File: src/rtl/spi_chain_pkg.sv
package spi_chain_pkg;
  typedef enum logic [1:0] {
    PH_SEL  = 2'd0,
    PH_CTRL = 2'd1,
    PH_DATA = 2'd2,
    PH_DONE = 2'd3
  } phase_e;
endpackage

File: src/rtl/spi_chain_edge.sv
module spi_chain_edge (
  input  logic clk_i,
  input  logic rst_ni,
  input  logic cs_ni,
  input  logic sclk_i,
  output logic rise_o,
  output logic fall_o
);
  logic sclk_q;

  always_ff @(posedge clk_i or negedge rst_ni) begin
    if (!rst_ni) sclk_q <= 1'b0;
    else         sclk_q <= sclk_i;
  end

  assign rise_o = !cs_ni &&  sclk_i && !sclk_q;
  assign fall_o = !cs_ni && !sclk_i &&  sclk_q;
endmodule

File: src/rtl/spi_chain_regs.sv
module spi_chain_regs #(
  parameter int unsigned DW   = 8,
  parameter int unsigned NREG = 4
) (
  input  logic          clk_i,
  input  logic          rst_ni,
  input  logic          we_i,
  input  logic [DW-2:0] addr_i,
  input  logic [DW-1:0] wdata_i,
  output logic [DW-1:0] rdata_o,
  output logic          chain_o,
  output logic          early_o
);
  localparam int unsigned AW = DW - 1;
  localparam int unsigned IW = (NREG > 1) ? $clog2(NREG) : 1;

  logic [DW-1:0] regs_q [NREG];

  for (genvar g = 0; g < NREG; g++) begin : g_reg
    always_ff @(posedge clk_i or negedge rst_ni) begin
      if (!rst_ni)                          regs_q[g] <= '0;
      else if (we_i && addr_i == AW'(g))    regs_q[g] <= wdata_i;
    end
  end

  assign rdata_o = (addr_i < AW'(NREG)) ? regs_q[addr_i[IW-1:0]] : '0;
  assign chain_o = regs_q[0][DW-1];
  assign early_o = regs_q[0][DW-2];
endmodule

File: src/rtl/spi_chain_frame.sv
module spi_chain_frame
  import spi_chain_pkg::*;
#(
  parameter int unsigned DW = 8
) (
  input  logic          clk_i,
  input  logic          rst_ni,
  input  logic          cs_ni,
  input  logic          sdi_i,
  input  logic          rise_i,
  input  logic          fall_i,
  input  logic          chain_i,
  input  logic          early_i,
  input  logic [DW-1:0] rdata_i,
  output logic [DW-2:0] addr_o,
  output logic          we_o,
  output logic [DW-1:0] wdata_o,
  output logic          sdo_o,
  output logic          sdo_oe_o,
  output logic          thru_o
);
  localparam int unsigned CW = $clog2(3 * DW + 1);
  localparam logic [CW-1:0] CNT_MAX = '1;

  logic [CW-1:0] cnt_q;
  logic          sel_q, thru_q, rw_q, act_q, sdo_q, oe_q;
  logic [DW-1:0] in_sr_q, out_sr_q;
  logic [DW-2:0] addr_q;
  logic [CW-1:0] ctrl_base, data_base;
  logic [DW-1:0] byte_now;
  logic          sel_eff, last_bit;
  phase_e        phase;

  assign ctrl_base = chain_i ? CW'(DW) : '0;
  assign data_base = ctrl_base + CW'(DW);
  assign byte_now  = {in_sr_q[DW-2:0], sdi_i};
  assign sel_eff   = chain_i ? sel_q : 1'b1;

  always_comb begin
    if (chain_i && cnt_q < CW'(DW)) begin
      phase    = PH_SEL;
      last_bit = (cnt_q == CW'(DW - 1));
    end else if (cnt_q < data_base) begin
      phase    = PH_CTRL;
      last_bit = (cnt_q == ctrl_base + CW'(DW - 1));
    end else if (cnt_q < data_base + CW'(DW)) begin
      phase    = PH_DATA;
      last_bit = (cnt_q == data_base + CW'(DW - 1));
    end else begin
      phase    = PH_DONE;
      last_bit = 1'b0;
    end
  end

  always_ff @(posedge clk_i or negedge rst_ni) begin
    if (!rst_ni) begin
      cnt_q <= '0; sel_q <= 1'b0; thru_q <= 1'b0; rw_q <= 1'b0;
      act_q <= 1'b0; sdo_q <= 1'b0; oe_q <= 1'b0;
      in_sr_q <= '0; out_sr_q <= '0; addr_q <= '0;
    end else if (cs_ni) begin
      cnt_q <= '0; sel_q <= 1'b0; thru_q <= 1'b0;
      act_q <= 1'b0; sdo_q <= 1'b0; oe_q <= 1'b0;
      in_sr_q <= '0;
    end else begin
      if (rise_i) begin
        in_sr_q <= byte_now;
        thru_q  <= sdi_i;
        if (cnt_q != CNT_MAX) cnt_q <= cnt_q + 1'b1;
        if (last_bit) begin
          unique case (phase)
            PH_SEL:  sel_q <= sdi_i;
            PH_CTRL: begin
              rw_q     <= byte_now[DW-1];
              addr_q   <= byte_now[DW-2:0];
              act_q    <= sel_eff && byte_now[DW-1];
              out_sr_q <= rdata_i;
            end
            PH_DATA: begin
              act_q <= 1'b0;
              if (early_i) oe_q <= 1'b0;
            end
            default: ;
          endcase
        end
      end
      if (fall_i && act_q && phase == PH_DATA) begin
        sdo_q    <= out_sr_q[DW-1];
        out_sr_q <= {out_sr_q[DW-2:0], 1'b0};
        oe_q     <= 1'b1;
      end
    end
  end

  // read address must be valid in the cycle the control byte completes
  assign addr_o   = (phase == PH_CTRL) ? byte_now[DW-2:0] : addr_q;
  assign we_o     = rise_i && phase == PH_DATA && last_bit && sel_eff && !rw_q;
  assign wdata_o  = byte_now;
  assign sdo_o    = sdo_q;
  assign sdo_oe_o = oe_q;
  assign thru_o   = (chain_i && phase == PH_SEL) ? thru_q : sdi_i;

  a_r1_idle_release: assert property (@(posedge clk_i) disable iff (!rst_ni)
    cs_ni |=> !sdo_oe_o);

  a_r4_sdo_on_fall: assert property (@(posedge clk_i) disable iff (!rst_ni)
    (!cs_ni && !fall_i) |=> $stable(sdo_o));

  a_r8_thru_delay: assert property (@(posedge clk_i) disable iff (!rst_ni)
    (rise_i && chain_i && cnt_q < CW'(DW - 1)) |=> (cs_ni || thru_o == $past(sdi_i)));

  a_r10_unsel_quiet: assert property (@(posedge clk_i) disable iff (!rst_ni)
    (chain_i && phase != PH_SEL && !sel_q) |-> !sdo_oe_o);

  a_r12_early_release: assert property (@(posedge clk_i) disable iff (!rst_ni)
    (rise_i && early_i && phase == PH_DATA && last_bit) |=> !sdo_oe_o);
endmodule

File: src/rtl/spi_chain_port.sv
module spi_chain_port #(
  parameter int unsigned DW   = 8,
  parameter int unsigned NREG = 4
) (
  input  logic clk_i,
  input  logic rst_ni,
  input  logic cs_ni,
  input  logic sclk_i,
  input  logic sdi_i,
  output logic sdo_o,
  output logic sdo_oe_o,
  output logic thru_o
);
  logic          rise, fall, we, chain, early;
  logic [DW-2:0] addr;
  logic [DW-1:0] wdata, rdata;

  spi_chain_edge u_edge (
    .clk_i  (clk_i),
    .rst_ni (rst_ni),
    .cs_ni  (cs_ni),
    .sclk_i (sclk_i),
    .rise_o (rise),
    .fall_o (fall)
  );

  spi_chain_frame #(.DW(DW)) u_frame (
    .clk_i    (clk_i),
    .rst_ni   (rst_ni),
    .cs_ni    (cs_ni),
    .sdi_i    (sdi_i),
    .rise_i   (rise),
    .fall_i   (fall),
    .chain_i  (chain),
    .early_i  (early),
    .rdata_i  (rdata),
    .addr_o   (addr),
    .we_o     (we),
    .wdata_o  (wdata),
    .sdo_o    (sdo_o),
    .sdo_oe_o (sdo_oe_o),
    .thru_o   (thru_o)
  );

  spi_chain_regs #(.DW(DW), .NREG(NREG)) u_regs (
    .clk_i   (clk_i),
    .rst_ni  (rst_ni),
    .we_i    (we),
    .addr_i  (addr),
    .wdata_i (wdata),
    .rdata_o (rdata),
    .chain_o (chain),
    .early_o (early)
  );
endmodule

File: config.mk
export PLATFORM = sky130hd
export DESIGN_NAME = spi_chain_port
export DESIGN_NICKNAME = d
export VERILOG_FILES = /design/src/rtl/spi_chain_pkg.sv /design/src/rtl/spi_chain_edge.sv /design/src/rtl/spi_chain_regs.sv /design/src/rtl/spi_chain_frame.sv /design/src/rtl/spi_chain_port.sv
export SDC_FILE = /design/constraint.sdc
export NUM_CORES = 1
export LEC_CHECK = 0
export BUFFER_PORTS_ARGS = -buffer_cell sky130_fd_sc_hd__buf_2
export CAP_MARGIN = 20
export CORE_MARGIN = 8
export CORE_UTILIZATION = 30
export CTS_BUF_LIST = sky130_fd_sc_hd__clkbuf_4
export CTS_CLUSTER_DIAMETER = 60
export DETAILED_ROUTE_END_ITERATION = 7
export PLACE_DENSITY_LB_ADDON = 0.2
export SYNTH_ARGS = -nofsm -noshare
export SYNTH_HDL_FRONTEND = slang
export SYNTH_SLANG_ARGS = --single-unit
File: constraint.sdc
create_clock -name clk_i -period 2.9 [get_ports clk_i]
set_clock_uncertainty 0.1 [all_clocks]
set_input_delay 0.58 -clock clk_i [delete_from_list [all_inputs] [get_ports clk_i]]
set_output_delay 0.58 -clock clk_i [all_outputs]
set_load 0.02 [all_outputs]
# ---- After elaboration in Yosys (flattened, before gate mapping)
# Index checks and enable logic that the tools add are counted.
dict set report word_totals {
  word_cells 120
  inputBits 5
  ff_bits 66
  out_inout_bits 3
}
dict set report classes {
  add_sub_neg 5
  magnitude_cmp 5
  eq_ne 9
  muxes 41
  reduce_logical 43
  n_bitwise 2
}
# operator count
set op_table {}
lappend op_table {{$mux W8} 7}
lappend op_table {{$mux W1} 23}
lappend op_table {{$mux W7} 3}
lappend op_table {{$logic_and A1 B1 Y1} 17}
lappend op_table {{$bmux W8 S2} 1}
lappend op_table {{$reduce_bool A2 Y1} 8}
lappend op_table {{$mux W5} 3}
lappend op_table {{$reduce_bool A3 Y1} 5}
lappend op_table {{$eq A7 B2 Y1 const B} 2}
lappend op_table {{$reduce_and A4 Y1} 3}
lappend op_table {{$add A5 B3 Y5 const B} 2}
lappend op_table {{$add A5 B4 Y5 const B} 2}
lappend op_table {{$eq A5 B5 Y1} 2}
lappend op_table {{$lt A5 B5 Y1} 2}
lappend op_table {{$reduce_and A3 Y1} 3}
lappend op_table {{$eq A7 B1 Y1 const B} 1}
lappend op_table {{$logic_not A7 Y1} 1}
lappend op_table {{$lt A7 B3 Y1 const B} 1}
lappend op_table {{$add A5 B1 Y5 const B} 1}
lappend op_table {{$eq A5 B3 Y1 const B} 1}
lappend op_table {{$lt A5 B4 Y1 const B} 1}
lappend op_table {{$ne A5 B5 Y1 const B} 1}
lappend op_table {{$logic_not A1 Y1} 4}
lappend op_table {{$mux W2} 2}
lappend op_table {{other kinds (9)} 9}

# ---- Depth between registers and ports, before layout
dict set report depth {
  word_depth 18
  mapped_depth 10
  mapped_depth_nobuf 8
}

# ---- By module
# From an unflattened synthesis, not the netlist that was laid out.
dict set report hier_totals {
  cells_unflattened 242
  hier_area_um2 3224.3
}
# module n_inst cells_each seq_area_each_um2 area_each_um2
set modules_own_cells {}
lappend modules_own_cells {spi_chain_frame 1 147 800.8 1676.6}
lappend modules_own_cells {spi_chain_regs 1 92 800.8 1507.7}
lappend modules_own_cells {spi_chain_edge 1 3 25.0 40.0}

# ---- Least setup slack after synthesis
# No wires, ideal clock.
dict set report synth_timing {
  kind {register to register}
  startpoint {reg u_regs.regs_q, in the netlist u_regs.chain_o}
  endpoint {reg u_regs.regs_q[10] (netlist name)}
  required_ns 2.675
  arrival_time_ns 2.710
  setup_slack_ns -0.035
  path_stages_with_launch 10
  path_buffers 2
  synth_period_minus_slack_ns 2.935
  setup_time_ns 0.125
  cell_sequence {dfrtp_1 -> inv_1 -> ha_1 -> nor2b_1 -> buf_2 -> or3_1 -> buf_2 -> or3_1 -> a2111oi_4 -> mux2_2}
}
dict set report synth_via {
  elab_chain_len 13
  word_cells_on_any_way 26
  classes_between {add/sub (4); order compare (2); eq/ne (5); mux (9); reduce/logical (6)}
}
# item line_no
set synth_rtl {}
lappend synth_rtl {{from (decl)} spi_chain_regs.sv:17} ;# logic [DW-1:0] regs_q [NREG];
lappend synth_rtl {{from (signal, indexed assignment)} spi_chain_regs.sv:22} ;# else if (we_i && addr_i == AW'(g)) regs_q[g] <= wdata_i;
lappend synth_rtl {{parallel branches: the longest is 12 deep, another holds $add A5 B4 Y5} n/a}
lappend synth_rtl {{$logic_and A1 B1 Y1 *} spi_chain_regs.sv:22}
# Mark *: on every way between the ends.
# A chain may end at the register's enable or synchronous reset.

# ---- Worst setup path after layout
dict set report layout_timing {
  startpoint {reg u_regs.regs_q, in the netlist u_regs.chain_o}
  endpoint {reg u_regs.regs_q[11] (netlist name)}
}
# The elaborated chain is that of the path after synthesis.

==> results.ini <==
[outcome]
status = finished clean

[power_and_ir_drop]
ir_worst_vdd_mv = 0.219
p_seq_share_pct = 51.3
p_leak_nw = 1.78
switchingPower_uw = 411
intPower_mw = 1.37
switching_share_pct = 23.1
p_clk_share_pct = 44.3
p_per_area_nw_per_um2 = 452
power_frac_comb_pct = 4.4

[detailed_routing]
drtAntennaViolNets = 0
wl_mm = 8.62
drt_iter0_drc = 156
dr.pass1.iters = 4
drcViolationCount = 0
wl_per_cell_um = 17.5
num_vias = 2523
via_per_inst = 5.12

[timing]
hold_ws_ns = 0.108
period_minus_slack_ns = 2.81
tightest_slew_ns = 0.710
rsz0062_at_grt = no
drv_slew = 0
hold_viol = 0
slew_headroom_pct = 52.7
fin_crit_sh_pct = 97.0
tns_ns = 0
max_freq_ghz = 0.355
setup_viol = 0

[global_routing]
grt_pass1_vias = 2612
grtUsageTotal_pct = 12.4
grt_max_degree = 37
antenna_found_initial = 0
grt.overflow.total = 0
grt_pass1_wl_mm = 14.0

[yosys]
synthAdderAreaFrac_pct = 1.87
synth_top_area_share_pct = 48.5
synth_area_per_cell_um2 = 10.6
muxShareOfSynthArea_pct = 13.6
yosysMostFrequentCell = dfrtp_1
synth_area_um2 = 3350
ys_seq_area_share_pct = 48.5
async_flop_share_pct = 100
syn_inst = 317
synth-simple-area-share_pct = 16.9
yosys_warnings = 0
synth-xor-area-share_pct = 0.784
ys_ff_latch = 65
ys_types = 46
synth_edf_count = 0
ys_dominant_reg_cell = dfrtp_1
synth_common_cells = dfrtp_1 (65), nand2_1 (50), mux2_2 (33)
synth_fp_nets = 327
synth_top_family_by_area = simple AND/OR/NAND/NOR gates
synth_area_leaders = dfrtp_1 (49%), mux2_2 (11%), nand2_1 (5.6%)
synth_compound_area_share_pct = 14.9
yosys.area.top_type = dfrtp_1

[worst_setup_path]
critPathKind = reg2reg
path_buf_inv = 2
cp_max_fo = 8
critPathLaunchType = flip-flop
path_cells = inv_1 -> ha_1 -> nor2b_2 -> or3_1 -> or3_1 -> a2111oi_4 -> buf_4 -> mux2_2
critical-path-top-delay-family = simple AND/OR/NAND/NOR gates
worst_ep_arrival_time_ns = 3.01
crit_required_ns = 3.09
slowest_stage = or3_1
crit_top_cell = or3_1
critPathMaxStageDelay_ns = 0.41
endpoint_kind = flip-flop

[placed_design]
dp.cells = 477
post_dp_cell_area_um2 = 3740
io_buffers = 7
place_congestion = 0.795
dp_hpwl_mm = 6.16

[cts]
clk_latency_ns = 0.41
hold_buffers = 0
cts_inserted_buffers = 9
cts.clk_slew.worst_paths_ns = 0.12
cts_setup_buffers = 0
cts-root-buf = clkbuf_4
cts_max_path_buffers = 2
ctsResizeCount = 0
cts_sinks = 65
cts_tree = done
htreeDepth = 3

[finish]
fillers = 1087
finalNonFillerCells = 493
drive_gt1_share_pct = 28.3
fin_nets = 358
area_growth_pct = 17.7
fin_area_um2 = 3940
diodes = 0

[die]
io_pins = 8
die_h_um = 122
start_util_pct = 30.8
coreArea_um2 = 10900
dieWidth_um = 122
die_area_um2 = 14800
rows = 38

[min_path]
hp-class = in2async

[run]
max_cap_violations = 0

==> registers in the layout, indices dropped and copies added, names as in the netlist <==
signal and count:
u_regs.regs_q 30, u_frame.out_sr_q 8, u_frame.addr_q 7, u_frame.in_sr_q 7
u_frame.cnt_q 5, u_edge.sclk_q 1, u_frame.act_q 1, u_frame.rw_q 1
u_frame.sdo_o 1, u_frame.sdo_oe_o 1, u_frame.sel_q 1, u_regs.chain_o 1
u_regs.early_o 1
==> cell type report <==
class                   count  area [µm²]  share of cell area [%]
clock inverters             7         118                    2.98
clock buffers               9        67.6                    1.71
inverters                  12        45.0                    1.14
multi-input cells         222        1630                    41.3
repair buffers             38         284                    7.20
flip-flops and latches     65        1630                    41.2
well taps                 140         175                    4.44
==> power groups by stage <==
stage	logic, mW	clock network [mW]	registers, mW
6_report	0.0781	0.789	0.913
5_1_grt	0.0884	0.853	0.914
4_1_cts	0.0808	0.811	0.913
3_5_place_dp	0.0808	0	0.931
3_3_place_gp	0.0805	0	0.931
2_1_floorplan	0.0367	0	0.929
==> cell families (layout without fill, tap and decap cells) <==
kind of cell | after synthesis | after routing
xor+xnor | 3 | 3
buf+inv | 30 | 66
flops | 65 | 65
simple gates | 110 | 110
compound gates | 63 | 63
fa+ha+maj | 5 | 5
mux | 41 | 41
==> stage by stage <==
step | power (mW) | setup slack, ns | util, %
floorplan | 0.966 | -0.0347 | -
global placement | 1.01 | 0.148 | 34.3
detailed placement | 1.01 | 0.0769 | 34.3
CTS | 1.81 | 0.0702 | 36.0
global route | 1.86 | 0.0191 | 36.2
finish | 1.78 | 0.0856 | 36.2
==> worst reg2reg max path, cell delays in order (launching register included) <==
cell	delay [ns]
dfrtp_1	0.36
inv_1	0.07
ha_1	0.31
nor2b_2	0.20
or3_1	0.41
or3_1	0.38
a2111oi_4	0.30
buf_4	0.23
mux2_2	0.35
==> layout by cell type (no fill, tap or decap), types with 4 or more instances in the layout <==
cell	n
clkbuf_4	9
nor2_1	9
nand2_1	50
o21ai_0	5
a21boi_0	6
inv_1	12
mux2i_1	7
nand3_1	8
or3_1	4
and3_1	7
a21oi_1	15
ha_1	5
o31ai_1	5
dfrtp_1	65
a31oi_1	8
mux2_2	33
o211ai_1	5
buf_4	29
nor3_1	10
o2111ai_1	5
buf_2	7
==> layer usage <==
| layer | wire length, µm | GRT usage [%] | vias up |
|---|---|---|---|
| met5 | 0 | 0 | - |
| met3 | 328 | 3.01 | 14 |
| met4 | 148 | 6.09 | 0 |
| met2 | 3980 | 19.1 | 48 |
| li1 | - | - | 1218 |
| met1 | 4160 | 15.9 | 1243 |
==> final timing paths <==
path                       cells past startpoint                  to               from  slack (ns)
setup / recovery                               8   u_regs.regs_q[11]     u_regs.chain_o        0.09
hold / removal                                 1  u_frame.in_sr_q[3]             rst_ni        0.11
setup reg to reg                               8   u_regs.regs_q[11]     u_regs.chain_o        0.09
hold reg to reg                                2   u_frame.addr_q[2]  u_frame.addr_q[2]        0.38
max in group asynchronous                      2   u_frame.addr_q[0]             rst_ni        1.95
min in group clk_i                             1       u_edge.sclk_q             sclk_i        0.22
No activity file was read; power rests on OpenSTA's default activity.
